[src/rtl/shi_pkg.sv]
package shi_pkg;
  localparam logic [1:0] HDR_CTRL = 2'b01;
  localparam logic [1:0] HDR_DATA = 2'b10;

  function automatic logic hdr_is_valid(input logic [1:0] h);
    return (h == HDR_CTRL) || (h == HDR_DATA);
  endfunction

  // Valid header -> invalid code with the same leading bit; invalid codes unchanged.
  function automatic logic [1:0] hdr_break(input logic [1:0] h);
    if (hdr_is_valid(h)) return {h[1], h[1]};
    return h;
  endfunction
endpackage

[src/rtl/shi_rise_det.sv]
module shi_rise_det #(
  parameter int N = 2
) (
  input  logic         clk,
  input  logic [N-1:0] sig,
  output logic [N-1:0] rise
);
  logic [N-1:0] prev;

  for (genvar i = 0; i < N; i++) begin : g_bit
    // prev follows the level even in reset, so a level held high is never an edge.
    always_ff @(posedge clk) prev[i] <= sig[i];
    assign rise[i] = sig[i] & ~prev[i];
  end
endmodule

[src/rtl/shi_req_track.sv]
module shi_req_track (
  input  logic clk,
  input  logic rst,
  input  logic enable,
  input  logic flag,
  input  logic take,
  output logic apply
);
  logic pend_q;

  assign apply = take & enable & (pend_q | flag);

  always_ff @(posedge clk) begin
    if (rst || !enable || apply) pend_q <= 1'b0;
    else if (flag)               pend_q <= 1'b1;
  end
endmodule

[src/rtl/shi_sat_cnt.sv]
module shi_sat_cnt #(
  parameter int W = 16
) (
  input  logic         clk,
  input  logic         rst,
  input  logic         inc,
  output logic [W-1:0] count
);
  localparam logic [W-1:0] MAX = {W{1'b1}};

  always_ff @(posedge clk) begin
    if (rst)                      count <= '0;
    else if (inc && count != MAX) count <= count + 1'b1;
  end
endmodule

[src/rtl/sync_hdr_err_inj.sv]
module sync_hdr_err_inj #(
  parameter int DATA_W = 64,
  parameter int CNT_W  = 16
) (
  input  logic              clk,
  input  logic              rst,
  input  logic              cfg_enable,
  input  logic              cfg_trig,
  input  logic              err_req_pin,
  input  logic              in_valid,
  output logic              in_ready,
  input  logic [1:0]        in_hdr,
  input  logic [DATA_W-1:0] in_data,
  output logic              out_valid,
  input  logic              out_ready,
  output logic [1:0]        out_hdr,
  output logic [DATA_W-1:0] out_data,
  output logic              inj_strobe,
  output logic [CNT_W-1:0]  inj_count
);
  import shi_pkg::*;

  localparam int NSRC = 2;

  logic [NSRC-1:0] src_lvl, src_rise;
  logic            take, apply, hit, out_mark;
  logic [1:0]      hdr_next;

  assign src_lvl = {err_req_pin, cfg_trig};

  shi_rise_det #(.N(NSRC)) u_rise (
    .clk  (clk),
    .sig  (src_lvl),
    .rise (src_rise)
  );

  assign in_ready = !out_valid || out_ready;
  assign take     = in_valid && in_ready;

  shi_req_track u_req (
    .clk    (clk),
    .rst    (rst),
    .enable (cfg_enable),
    .flag   (|src_rise),
    .take   (take),
    .apply  (apply)
  );

  always_comb begin
    hdr_next = apply ? hdr_break(in_hdr) : in_hdr;
    hit      = apply && hdr_is_valid(in_hdr);
  end

  always_ff @(posedge clk) begin
    if (rst) begin
      out_valid <= 1'b0;
      out_mark  <= 1'b0;
      out_hdr   <= '0;
      out_data  <= '0;
    end else if (in_ready) begin
      out_valid <= in_valid;
      out_mark  <= hit;
      if (in_valid) begin
        out_hdr  <= hdr_next;
        out_data <= in_data;
      end
    end
  end

  assign inj_strobe = out_valid && out_mark;

  shi_sat_cnt #(.W(CNT_W)) u_cnt (
    .clk   (clk),
    .rst   (rst),
    .inc   (hit),
    .count (inj_count)
  );
endmodule

[config.mk]
export PLATFORM = sky130hd
export DESIGN_NAME = sync_hdr_err_inj
export DESIGN_NICKNAME = d
export VERILOG_FILES = /design/src/rtl/shi_pkg.sv /design/src/rtl/shi_rise_det.sv /design/src/rtl/shi_req_track.sv /design/src/rtl/shi_sat_cnt.sv /design/src/rtl/sync_hdr_err_inj.sv
export SDC_FILE = /design/constraint.sdc
export NUM_CORES = 1
export LEC_CHECK = 0
export ABC_CLOCK_PERIOD_IN_PS = 1900
export BUFFER_PORTS_ARGS = -buffer_cell sky130_fd_sc_hd__buf_4
export CAP_MARGIN = 20
export CORE_MARGIN = 2
export CORE_UTILIZATION = 41
export CTS_CLUSTER_SIZE = 24
export DETAILED_ROUTE_END_ITERATION = 8
export GPL_TIMING_DRIVEN = 0
export PLACE_DENSITY_LB_ADDON = 0.3
export SYNTH_ARGS = -nofsm -noshare
export SYNTH_HDL_FRONTEND = slang
export SYNTH_SLANG_ARGS = --single-unit
[constraint.sdc]
create_clock -name clk -period 1.9 [get_ports clk]
set_clock_uncertainty 0.15 [all_clocks]
set_input_delay 0.285 -clock clk [delete_from_list [all_inputs] [get_ports clk]]
set_output_delay 0.285 -clock clk [all_outputs]
set_load 0.1 [all_outputs]
* Word-level counts from Yosys, hierarchy flattened
Cells that the tools add are included.
Operators by class: add/subtract/negate cells 1, eq/ne operators 3, mux-type cells 4, bitwise gates (word level) 7, reduce and logical (&&, ||, !) cells 12
Operators by type and width (count):
- $add 16x1->16 const B | 1
- $ne 16x16->1 const B | 1
- $mux 2 | 3
- $and 1x1->1 | 4
- $logic_and 1x1->1 | 4
- $logic_or 1x1->1 | 4
- $eq 2x1->1 const B | 1
- $eq 2x2->1 const B | 1
- $logic_not 1->1 | 2
- $not 1->1 | 2
- $reduce_and 2->1 | 1
- $reduce_or 2->1 | 1
- $mux 1 | 1
- $or 1x1->1 | 1
Storage, ports and cells: register bits 87, bits of input ports 73, output and inout port bits 85, word-level logic and storage cells 35

* Depth between registers and ports, before layout
depth after elaboration 7, gate-level depth with buffers 7

* Cells and area by module
Synthesis repeated with hierarchy kept, for this count alone.
Second synthesis, totals: cell total of the unflattened synthesis 422, area, all modules 3779.9 sq um
By module, submodules not included:
- sync_hdr_err_inj | times used 1, cells an instance 314, area an instance 2817.7 sq um
- shi_sat_cnt | times used 1, cells an instance 99, area an instance 848.3 sq um
- shi_rise_det | times used 1, cells an instance 4, area an instance 67.6 sq um
- shi_req_track | times used 1, cells an instance 5, area an instance 46.3 sq um

* Worst setup path before layout
No wires, ideal clock.
kind register -> register, start point register out_valid, end point register u_cnt.count[9], data arrival time 3.196 ns, slack -1.517 ns, stages on the path, launching flop included 7, path buffers 1, path through dfxtp_1 nand2b_1 nand3_2 or4b_1 buf_2 or4_1 a21oi_1
On the way: cells in the longest elaborated chain, start to end 7
Ends and longest elaborated chain:
- start: declaration | line sync_hdr_err_inj.sv:14 | output logic out_valid,
- start signal: assignment | line sync_hdr_err_inj.sv:61 | out_valid <= in_valid;
- $logic_not 1->1 | line sync_hdr_err_inj.sv:37 | assign in_ready = !out_valid || out_ready;
- $logic_or 1x1->1 | line sync_hdr_err_inj.sv:37
- net in_ready | line sync_hdr_err_inj.sv:11 | output logic in_ready,
- $logic_and 1x1->1 | line sync_hdr_err_inj.sv:38 | assign take = in_valid && in_ready;
- $and 1x1->1 (2 in a row) | line shi_req_track.sv:11 | assign apply = take & enable & (pend_q | flag);
- $logic_and 1x1->1 | line sync_hdr_err_inj.sv:51 | hit = apply && hdr_is_valid(in_hdr);
- $logic_and 1x1->1 | line shi_sat_cnt.sv:13 | else if (inc && count != MAX) count <= count + 1'b1;
- end signal: assignment | line shi_sat_cnt.sv:13
- end: declaration | line shi_sat_cnt.sv:7 | output logic [W-1:0] count
The timed path passes the listed nets, and every way through them passes these cells. A chain may end at the register's enable or synchronous reset.

* Worst setup path after layout
start point register u_cnt.count[4], end point register u_cnt.count[7]
On the way: cells in the longest elaborated chain, start to end 2, elaborated cells on any way between the ends 3, classes of those cells add/sub: 1; eq/ne: 1; reduce/logical: 1
Ends and longest elaborated chain:
- parallel branches: the longest is 2 deep, another holds $add 16x1->16
Several ways; the timed one is not identified.

==> impl_results.md <==
- Outcome: finished, violations left
- Failing checks: negative setup slack
- 1st-pass router iterations: 4
- Estimated wirelength of the detail-placed design: 6890 um
- # nets final: ~670
- Core ar.: roughly 7700 um2
- Non-Filler Instances: approximately 700
- Syn nets: 481
- # fillers: 654
- Synth cell types: 36
- Setup violators final: 4
- P_int: between 2000 and 3000 uW
- Initial antenna violation count: 0
- Worst setup path category: register to register
- CTS tree: built
- R2r startpoint: u_cnt.count[4]
- Pin count of the biggest net entering global routing: 16
- Antenna-violating nets left: 0
- Routed len/inst: ~13 um
- Num CTS Buffers: 9
- Remaining global-route overflow: 0
- Hold Crit Class: input pin to register
- Tightest Pin Transition: 0.531 ns
- Root Driver: clkbuf_8
- Crit-path max FO: 4
- Crit path largest cell delay: about 0.52 ns
- Min Hold Slack: ~0.037 ns
- Tmin final: about 2.0 ns
- Syn-to-layout area delta: 56.3%
- Switching share of power: 0.357
- Clk buf depth: 2
- Worst VDD drop: 0.000627 V
- Via density: roughly 5
- Synthesized cell area: around 3300 um2
- Clock network fraction of design power: 0.292
- Worst EP arrival: about 2.1 ns
- Unrepaired setup endpoints after global routing: yes
- Synth warn: 0
- Crit end category: register
- ANT cells: 0
- PwrDens: about 850 nW/um2
- #FFs+latches synth: 87
- Sw Pwr: between 1500 and 2000 uW
- Leakage: 0.00226 uW
- Max cap viols: 0
- Die ar.: between 8000 and 9000 um2
- Max Freq: 497 MHz
- Critical Path Start: u_cnt.count[4]
- WP data required: between 2 and 2.5 ns
- Synth Flop Type: dfxtp_1
- Critical path cell sequence: and4_4 -> nand2_4 -> or4b_4 -> buf_6 -> or3_1 -> a21oi_1
- Hold Crit Start: in_data[45]
- H-tree depth: 3
- Placed Instances: ~670
- First-pass GRT wire length: ~15000 um
- Clock Latency Late Sink: between 0.3 and 0.4 ns
- Die W: 93.4 um
- Die extent in y: 93.4 um
- Layout cell share with drive strength beyond 1: 0.392
- Post-synthesis sequential area ratio: 0.531
- Post-synth EDFFs: 0
- WL final: between 9000 and 10000 um
- Ports: roughly 160
- Via count: between 3000 and 4000
- Syn Inst Count: just over 400
- Starting Density: 0.424
- Final period utilization: 1.06
- Setup ws final: -0.111 ns
- Starting DRT DRC Count: 90
- Clock transition at path regs: roughly 0.090 ns
- Critical path's slowest cell: or4b_4
- Avg Cell Area, Syn: 8.06 um2
- I/O Buffers: about 160
- Final slew viol count: 0
- Clk sinks: slightly below 90
- Rel. slew slack: 0.646
- Final hold vios: 0
- Comb power frac: 0.260
- Drt drc: 0
- Startpoint types: register
- Row Count: 32
- Number of global-route vias before repair: approximately 3200
- Bufs and invs on worst path: 1
- Sequential power share: 0.448
- Async SR Flop Fraction: 0
- GPL Wtd Cong: 0.810
- GRT Resource Usage Total: 0.213
- CP top delay family: simple AND/OR/NAND/NOR gates
## Yosys cell counts, types with 4 or more instances
cell type / instances / area [um2]
dfxtp_1: 87 / 1740
clkbuf_1: 23 / 86.3
nand3_1: 8 / 40.0
a21o_1: 4 / 30.0
inv_1: 8 / 30.0
a21oi_1: 72 / 360
xnor2_1: 4 / 35.0
nand4_1: 6 / 37.5
nand2_1: 136 / 510
nor2_1: 10 / 37.5
nor2b_1: 4 / 25.0
and2_1: 6 / 37.5
## power groups by stage
stage	Combinational [uW]	Sequential [uW]	Clock (uW)
after floorplan	199	2590	0
after detailed placement	1120	1990	0
after global routing	1190	1960	1370
after global placement	1100	1990	0
after CTS	1130	1950	1300
final	1130	1950	1270
## worst min-delay path: cells and delay by family
kind	cells	cell delay, ns
simple gates	1	0.04
compound gates	1	0.05
buf+inv	1	0.11
## final cells by class
type | instances | area, um2 | area share
plain buffers | 25 | 100 | 0.0195
clock buffers | 9 | 124 | 0.0242
clock inverters | 7 | 71.3 | 0.0139
inverters | 8 | 30.0 | 0.00586
multi-input cells | 286 | 1550 | 0.302
flip-flops and latches | 87 | 1790 | 0.348
well taps | 102 | 128 | 0.0249
repair buffers | 177 | 1340 | 0.262
## through the flow
step | cell area (um2) | worst slack, ns | power (uW) | TNS, ns | util
after floorplan | 3360 | -0.456 | 2790 | -3.56 | -
after global placement | 4660 | -0.340 | 3090 | -3.13 | 0.603
after detailed placement | 4660 | -0.382 | 3110 | -3.57 | 0.603
after CTS | 5030 | -0.171 | 4380 | -0.506 | 0.651
after global routing | 5130 | -0.181 | 4520 | -0.518 | 0.663
final | 5130 | -0.111 | 4340 | -0.262 | 0.663
## what timing repair did
item,CTS,global route
endpoints found under the hold margin,2,0
hold buffers,2,0
setup endpoints to repair,13,11
pin swaps,9,9
gates resized for setup,15,9
setup buffers,10,9
## layout by cell type (no fill, tap or decap), types with 2 or more instances in the layout
master,count
dlygate4sd3_1,2
buf_4,173
a21o_1,4
clkbuf_2,3
nor2b_1,2
dfxtp_2,8
inv_1,8
and3_1,3
mux2_2,2
buf_6,2
nand4_1,6
or3_1,2
nor2_1,10
buf_2,2
clkbuf_8,9
inv_4,2
nand2_1,135
dfxtp_1,70
clkinvlp_4,2
nor3_1,2
nor2b_2,2
xnor2_1,4
and2_1,5
mux2i_1,3
nor4_1,3
dfxtp_4,9
nand3_1,8
a21oi_1,71
clkbuf_1,20
## final timing paths
kind / endpoint / slack [ns] / depth (start not counted)
max: u_cnt.count[7] / -0.11 / 6
min: out_data[45] / 0.04 / 3
max reg2reg: u_cnt.count[7] / -0.11 / 6
min reg2reg: out_data[3] / 0.31 / 2
## flip-flops by register name, summed over array words and instances, names as in the netlist
signal and count:
u_req.pend_q 1, out_valid 1, out_data 64, u_rise.prev 2
out_mark 1, out_hdr 2, u_cnt.count 16
## metal layers
layer / global-route usage / up-vias / routed length [um]
li1: - / 1726 / -
met1: 0.264 / 1552 / 3930
met2: 0.360 / 116 / 4710
met3: 0.0564 / 9 / 685
met4: 0.0662 / 0 / 97
met5: 0 / - / 0
## logic make-up after synthesis
logic type / synth area share
flip-flops: 0.531
AO/OA/AOI/OAI: 0.149
AND/OR/NAND/NOR: 0.247
adder cells (fa/ha/maj): 0.00381
multiplexers: 0.0160
XOR/XNOR: 0.0134
buffers and inverters: 0.0393
(Power assumes the default switching activity.)
